<file path="config.mk">
export PLATFORM = sky130hd
export DESIGN_NAME = cc_timer
export DESIGN_NICKNAME = d
export VERILOG_FILES = /design/src/rtl/cct_pkg.sv /design/src/rtl/cct_timebase.sv /design/src/rtl/cct_channel.sv /design/src/rtl/cc_timer.sv
export SDC_FILE = /design/constraint.sdc
export NUM_CORES = 1
export LEC_CHECK = 0
export BUFFER_PORTS_ARGS = -buffer_cell sky130_fd_sc_hd__buf_2
export CORE_MARGIN = 4
export CORE_UTILIZATION = 35
export CTS_CLUSTER_SIZE = 16
export DETAILED_ROUTE_END_ITERATION = 7
export PLACE_DENSITY = 0.62
export SLEW_MARGIN = 20
export SYNTH_ARGS = -nofsm -noshare
export SYNTH_HDL_FRONTEND = slang
export SYNTH_SLANG_ARGS = --single-unit
</file>
<file path="constraint.sdc">
create_clock -name clk -period 8.59 [get_ports clk]
set_input_delay 1.718 -clock clk [delete_from_list [all_inputs] [get_ports clk]]
set_output_delay 1.718 -clock clk [all_outputs]
set_load 0.005 [all_outputs]
</file>
<file path="src/rtl/cct_pkg.sv">
package cct_pkg;

    localparam int NCH  = 8;
    localparam int DW   = 16;
    localparam int AW   = 4;
    localparam int PSW  = 3;
    localparam int CHIW = $clog2(NCH);

    localparam logic [AW-1:0] A_CTRL   = 4'd0;
    localparam logic [AW-1:0] A_MODE   = 4'd1;
    localparam logic [AW-1:0] A_EDGE   = 4'd2;
    localparam logic [AW-1:0] A_ACT    = 4'd3;
    localparam logic [AW-1:0] A_OVR    = 4'd4;
    localparam logic [AW-1:0] A_TOGOVF = 4'd5;
    localparam logic [AW-1:0] A_FLAGS  = 4'd6;
    localparam logic [AW-1:0] A_COUNT  = 4'd7;
    localparam int            A_CH0    = 8;

    typedef enum logic [1:0] {
        EDG_OFF  = 2'b00,
        EDG_RISE = 2'b01,
        EDG_FALL = 2'b10,
        EDG_ANY  = 2'b11
    } edge_sel_e;

    typedef enum logic [1:0] {
        ACT_KEEP = 2'b00,
        ACT_TOG  = 2'b01,
        ACT_LOW  = 2'b10,
        ACT_HIGH = 2'b11
    } out_act_e;

    typedef struct packed {
        logic [PSW-1:0] ps;
        logic           en;
    } ctrl_t;

    function automatic logic edge_hit(edge_sel_e sel, logic now, logic prev);
        case (sel)
            EDG_RISE: return now & ~prev;
            EDG_FALL: return ~now & prev;
            EDG_ANY:  return now ^ prev;
            default:  return 1'b0;
        endcase
    endfunction

    function automatic logic act_apply(out_act_e act, logic cur);
        case (act)
            ACT_TOG:  return ~cur;
            ACT_LOW:  return 1'b0;
            ACT_HIGH: return 1'b1;
            default:  return cur;
        endcase
    endfunction

endpackage

</file>
<file path="src/rtl/cct_timebase.sv">
module cct_timebase
    import cct_pkg::*;
#(
    parameter int CW = DW,
    parameter int PW = PSW
) (
    input  logic          clk,
    input  logic          rst,
    input  logic          en,
    input  logic [PW-1:0] ps,
    output logic          tick,
    output logic          wrap,
    output logic [CW-1:0] cnt
);
    localparam int DIVW = (1 << PW) - 1;

    logic [DIVW-1:0] psc_q;
    logic [DIVW-1:0] mask;

    always_comb begin
        mask = DIVW'(((DIVW+1)'(1) << ps) - (DIVW+1)'(1));
        tick = en && ((psc_q & mask) == mask);
        wrap = tick && (cnt == {CW{1'b1}});
    end

    always_ff @(posedge clk) begin
        if (rst) begin
            psc_q <= '0;
            cnt   <= '0;
        end else begin
            psc_q <= en ? psc_q + DIVW'(1) : '0;
            if (tick)
                cnt <= cnt + CW'(1);
        end
    end
endmodule

</file>
<file path="src/rtl/cct_channel.sv">
module cct_channel
    import cct_pkg::*;
#(
    parameter int CW = DW
) (
    input  logic          clk,
    input  logic          rst,
    input  logic          en,
    input  logic          tick,
    input  logic [CW-1:0] cnt,
    input  logic [CW-1:0] cnt_next,
    input  logic          cmp_mode,
    input  edge_sel_e     edge_sel,
    input  out_act_e      act,
    input  logic          pin_in,
    input  logic          wr_val,
    input  logic [CW-1:0] wdata,
    input  logic          ovf_evt,
    input  logic          tog_ovf,
    input  logic          ovr_evt,
    input  logic          ovr_sel,
    input  logic          ovr_lvl,
    output logic [CW-1:0] val,
    output logic          match,
    output logic          evt,
    output logic          pin_out
);
    logic pin_q, pin_qq;
    logic capture;

    always_comb begin
        match   = cmp_mode && tick && (cnt_next == val);
        capture = en && !cmp_mode && edge_hit(edge_sel, pin_q, pin_qq);
        evt     = match | capture;
    end

    always_ff @(posedge clk) begin
        if (rst) begin
            pin_q   <= 1'b0;
            pin_qq  <= 1'b0;
            val     <= '0;
            pin_out <= 1'b0;
        end else begin
            pin_q  <= pin_in;
            pin_qq <= pin_q;
            if (capture)
                val <= cnt;
            else if (wr_val)
                val <= wdata;
            if (cmp_mode) begin
                if (ovr_evt && ovr_sel)
                    pin_out <= ovr_lvl;
                else if (match)
                    pin_out <= act_apply(act, pin_out);
                else if (ovf_evt && tog_ovf)
                    pin_out <= ~pin_out;
            end
        end
    end
endmodule

</file>
<file path="src/rtl/cc_timer.sv">
module cc_timer
    import cct_pkg::*;
(
    input  logic           clk,
    input  logic           rst,
    input  logic [AW-1:0]  bus_addr,
    input  logic           bus_wr,
    input  logic [DW-1:0]  bus_wdata,
    output logic [DW-1:0]  bus_rdata,
    input  logic [NCH-1:0] ch_in,
    output logic [NCH-1:0] ch_out,
    output logic [NCH-1:0] ch_oe,
    output logic [NCH-1:0] ch_flags,
    output logic           ovf_flag
);
    ctrl_t              ctrl_q;
    logic [NCH-1:0]     mode_q;
    logic [2*NCH-1:0]   edge_q;
    logic [2*NCH-1:0]   act_q;
    logic [NCH-1:0]     ovr_mask;
    logic [NCH-1:0]     ovr_val;
    logic [NCH-1:0]     tog_q;

    logic               tick, wrap;
    logic [DW-1:0]      cnt, cnt_next;
    logic [DW-1:0]      ch_val [NCH];
    logic [NCH-1:0]     ch_match, ch_evt;
    logic               ovr_evt;
    logic [NCH-1:0]     flag_clr;
    logic               ovf_clr;

    function automatic logic wr_at(logic [AW-1:0] a);
        return bus_wr && (bus_addr == a);
    endfunction

    always_ff @(posedge clk) begin
        if (rst) begin
            ctrl_q   <= '0;
            mode_q   <= '0;
            edge_q   <= '0;
            act_q    <= '0;
            ovr_mask <= '0;
            ovr_val  <= '0;
            tog_q    <= '0;
        end else begin
            if (wr_at(A_CTRL))   ctrl_q <= ctrl_t'(bus_wdata[PSW:0]);
            if (wr_at(A_MODE))   mode_q <= bus_wdata[NCH-1:0];
            if (wr_at(A_EDGE))   edge_q <= bus_wdata[2*NCH-1:0];
            if (wr_at(A_ACT))    act_q  <= bus_wdata[2*NCH-1:0];
            if (wr_at(A_TOGOVF)) tog_q  <= bus_wdata[NCH-1:0];
            if (wr_at(A_OVR)) begin
                ovr_mask <= bus_wdata[NCH-1:0];
                ovr_val  <= bus_wdata[2*NCH-1:NCH];
            end
        end
    end

    cct_timebase #(.CW(DW), .PW(PSW)) u_tb (
        .clk  (clk),
        .rst  (rst),
        .en   (ctrl_q.en),
        .ps   (ctrl_q.ps),
        .tick (tick),
        .wrap (wrap),
        .cnt  (cnt)
    );

    assign cnt_next = cnt + DW'(1);
    assign ovr_evt  = ch_match[NCH-1];

    for (genvar g = 0; g < NCH; g++) begin : g_ch
        cct_channel #(.CW(DW)) u_ch (
            .clk      (clk),
            .rst      (rst),
            .en       (ctrl_q.en),
            .tick     (tick),
            .cnt      (cnt),
            .cnt_next (cnt_next),
            .cmp_mode (mode_q[g]),
            .edge_sel (edge_sel_e'(edge_q[2*g +: 2])),
            .act      (out_act_e'(act_q[2*g +: 2])),
            .pin_in   (ch_in[g]),
            .wr_val   (wr_at(AW'(A_CH0 + g))),
            .wdata    (bus_wdata),
            .ovf_evt  (wrap),
            .tog_ovf  (tog_q[g]),
            .ovr_evt  (ovr_evt),
            .ovr_sel  (ovr_mask[g]),
            .ovr_lvl  (ovr_val[g]),
            .val      (ch_val[g]),
            .match    (ch_match[g]),
            .evt      (ch_evt[g]),
            .pin_out  (ch_out[g])
        );
    end

    assign ch_oe = mode_q;

    always_comb begin
        flag_clr = '0;
        ovf_clr  = 1'b0;
        if (wr_at(A_FLAGS) && ctrl_q.en) begin
            flag_clr = bus_wdata[NCH-1:0];
            ovf_clr  = bus_wdata[NCH];
        end
    end

    always_ff @(posedge clk) begin
        if (rst) begin
            ch_flags <= '0;
            ovf_flag <= 1'b0;
        end else begin
            ch_flags <= (ch_flags & ~flag_clr) | ch_evt;
            ovf_flag <= (ovf_flag & ~ovf_clr) | wrap;
        end
    end

    always_comb begin
        bus_rdata = '0;
        if (bus_addr[AW-1]) begin
            bus_rdata = ch_val[bus_addr[CHIW-1:0]];
        end else begin
            case (bus_addr)
                A_CTRL:   bus_rdata = DW'(ctrl_q);
                A_MODE:   bus_rdata = DW'(mode_q);
                A_EDGE:   bus_rdata = edge_q;
                A_ACT:    bus_rdata = act_q;
                A_OVR:    bus_rdata = {ovr_val, ovr_mask};
                A_TOGOVF: bus_rdata = DW'(tog_q);
                A_FLAGS:  bus_rdata = DW'({ovf_flag, ch_flags});
                A_COUNT:  bus_rdata = cnt;
                default:  bus_rdata = '0;
            endcase
        end
    end
endmodule

</file>
==> results.ini <==
[outcome]
outcome = complete, no violations

[setup_path]
crit_type = in2out
timing.rr.start = u_tb.cnt[1]$_SDFFE_PP0N_
slowest_stage = nor3_2
ff2ff_setup_slack_ns = 3.37
cpLargestDelayFamily = simple AND/OR/NAND/NOR gates
rr_endpoint = g_ch[2].u_ch.pin_out$_SDFFE_PP0P_
cp.required_ns = 6.87
start_kind = input pin
r2r_cells = 10
crit_buf_inv = 2
crit_top_cell = buf_2
worst-endpoint-arrival_ns = 4.35
cp_cell_sequence = buf_2 > nand2b_1 > nor3_2 > a222oi_1 > nand3_1 > buf_2
cp_max_fo = 33
max_stage_delay_ns = 0.92
end_kind = primary output

[logic_synthesis]
synthSimpleGateAreaFrac_pct = 22.2
ys_warn_count = 0
synth_xor_xnor_area_share_pct = 10.4
synth_cells = 1973
yosysTopAreaCell = dfxtp_1
synth_fa_ha_area_share_pct = 1.37
syn_nets = 2022
synth_compound_area_share_pct = 15.4
avgSynthCellArea_sq_um = 8.32
synth_flop_cell = dfxtp_1
synthArstFlopShare_pct = 0
synthTopCellsByCount = 294 x nor2_1, 252 x dfxtp_1, 188 x nand2_1
yosysMostFrequentCell = nor2_1
synth.area.mux_share_pct = 13.9
synth_cell_type_count = 84
synth_edf_count = 0
yosysSeqAreaShare_pct = 30.7
yosysTopAreaCellShare_pct = 30.7
synth_top_family_by_area = simple AND/OR/NAND/NOR gates
yosys-top-cells-area = dfxtp_1 31%, mux2i_1 8.2%, nor2_1 6.7%
ys_seq_elements = 252
syn-cell-area_sq_mm = 0.0164

[cts]
cts_hold_buffers = 0
clk_pin_slew_worst_paths_ns = 0.06
h-tree-depth = 1
clockRootBuffer = clkbuf_16
clkSinkCount = 252
numCtsBuffers = 29
cts_buffer_depth = 3
cts_resized = 0
cts_tree = done
insertion_delay_ns = 0.59
cts_setup_buffers = 0

[worst_hold_path]
whs_endpoint = g_ch[3].u_ch.pin_qq$_SDFF_PP0_
hold_path.class = reg2reg
hold-path-cell-count = 2
hold_start = g_ch[3].u_ch.pin_q$_SDFF_PP0_

[drt]
dr.pass1.iters = 7
ant_nets = 0
route.detailed.drc = 0
num_vias = 15407
drt_wl_total_mm = 67.0
wire_per_inst_um = 26.2
viasPerCell = 6.02
dr.first_iter.drc_count = 2033

[sta]
finalSetupTns_ns = 0
rsz0062_at_grt = false
slew_viol_final = 0
final-hold-violation-count = 0
fmax_ghz = 0.165
relSlewSlack_pct = 22.7
tightest_slew_ns = 1.15
finalCriticalPeriod_ns = 6.06
setup_violations = 0
skew_ns = 0.0240
period_share_pct = 70.6

[layout]
multi_input_area_sq_mm = 0.0105
regArea_sq_mm = 0.00504
area_growth_pct = 10.2
fillers = 4752
drive_above_1_share_pct = 13.0
nNetsFinal = 1980

[placed_design]
io_buffers = 71
dp_hpwl_mm = 46.6
gp_congestion = 1.02

[run]
drv_cap = 0

[grt]
grt_overflow = 0
grt_pass1_vias = 14320
grt_max_degree = 114
antenna_found_initial = 0
grt_pass1_wl_mm = 97.6
grtUsageTotal_pct = 25.6

[floorplan]
core-area_sq_mm = 0.0465
start_util_pct = 35.3
die_area_sq_mm = 0.0504
num_rows = 79
chipWidth_um = 225
die_h_um = 225
io_pins = 72

[pwr]
switching_share_pct = 25.0
cellPowerDensity_mw_per_mm2 = 147
p_comb_share_pct = 6.7
switching_power_mw = 0.666
vdd_drop_max_uv = 135
p_leak_nw = 6.84
pwr-share-seq_pct = 45.2
p_clk_share_pct = 48.2
p_int_mw = 2.00
finalPower_mw = 2.67

## power groups by stage
stage                     Sequential [mW]  Clock (mW)  Combinational (mW)
final                                1.21        1.28               0.177
after global routing                 1.21        1.35               0.189
after CTS                            1.20        1.30               0.174
after detailed placement             1.23           0               0.173
after global placement               1.23           0               0.170
after floorplan                      1.22           0               0.118
## stage by stage
stage / hold WS [ns] / instance area (sq um) / utilization, % / setup WS [ns] / std cells
finish: 0.464 / 18100 / 38.9 / 2.53 / 2559
global route: 0.495 / 18100 / 38.9 / 2.54 / 2558
CTS: 0.466 / 18100 / 38.9 / 2.67 / 2558
detailed placement: 0.457 / 17100 / 36.8 / 2.68 / 2507
global placement: 0.447 / 17100 / 36.8 / 2.67 / 2507
floorplan: 0.438 / 16400 / - / 3.36 / 1973
## worst max path at each step
stage	startpoint	depth (start not counted)	slack (ns)	endpoint
global placement	bus_addr[2]	6	2.67	bus_rdata[3]
finish	bus_addr[2]	6	2.53	bus_rdata[8]
CTS	bus_addr[2]	6	2.67	bus_rdata[3]
floorplan	bus_addr[1]	6	3.36	bus_rdata[2]
detailed placement	bus_addr[2]	6	2.68	bus_rdata[3]
global route	bus_addr[2]	6	2.54	bus_rdata[3]
## cells by family (layout without fill, tap and decap cells)
| family | Yosys count | in the layout |
|---|---|---|
| and+or+nand+nor | 748 | 748 |
| muxes | 186 | 186 |
| xor gates and xnor gates | 146 | 146 |
| adders and majority gates | 18 | 18 |
| AOI/OAI and AO/OA | 394 | 394 |
| buffers and inverters | 229 | 207 |
| DFF | 252 | 252 |
| other | 0 | 1 |
## state kept, by name, indices dropped and copies added, names as in the netlist, 4 cells and up
| register | flops |
|---|---|
| edge_q | 16 |
| ch_flags | 8 |
| ctrl_q | 4 |
| g_ch.u_ch.val | 128 |
| ch_oe | 8 |
| u_tb.cnt | 16 |
| g_ch.u_ch.pin_out | 8 |
| u_tb.psc_q | 7 |
| tog_q | 8 |
| g_ch.u_ch.pin_qq | 8 |
| g_ch.u_ch.pin_q | 8 |
| act_q | 16 |
| ovr_val | 8 |
| ovr_mask | 8 |
## worst register-to-register path, stage by stage (launching register included)
cell,delay (ns)
dfxtp_1,0.72
ha_1,0.72
nand3_4,0.34
nor4_4,0.87
xnor2_1,0.39
xnor2_1,0.21
nor4_1,0.53
nand4_1,0.52
mux2_2,0.38
nand3_1,0.09
a2111oi_2,0.36
## area by class of cell
| type | instances | area share, % |
|---|---|---|
| multi-input cells | 1492 | 57.9 |
| flip-flops and latches | 252 | 27.9 |
| clock buffers | 39 | 4.55 |
| well taps | 607 | 4.20 |
| repair buffers | 112 | 3.71 |
| inverters | 44 | 0.913 |
| clock inverters | 12 | 0.823 |
| diodes | 1 | 0.0138 |
## cell usage in the layout (no fill, tap or decap), types with 18 or more instances in the layout
cell type / Yosys / layout
nor2_1: 294 / 288
dfxtp_1: 252 / 252
nand2_1: 188 / 188
a21oi_1: 184 / 184
mux2i_1: 135 / 135
a211oi_1: 77 / 77
xnor2_1: 75 / 75
buf_2: 11 / 70
nor2b_1: 54 / 54
nand3_1: 52 / 52
inv_1: 41 / 41
buf_4: 20 / 41
xor2_1: 40 / 40
mux4_2: 32 / 32
clkbuf_16: 0 / 29
nand4_1: 27 / 27
xnor3_1: 27 / 27
o21ai_0: 26 / 26
a22oi_1: 21 / 21
mux2_2: 19 / 19
ha_1: 18 / 18
## metal layers
layer	global-route usage, %	vias up	part of all wire, %
met5	0	-	0
met4	8.08	0	4.0
met3	4.23	172	8.8
met2	39.6	814	43
met1	36.6	7544	44
li1	-	6877	-
Note: power is estimated with default switching activity, not from simulation.
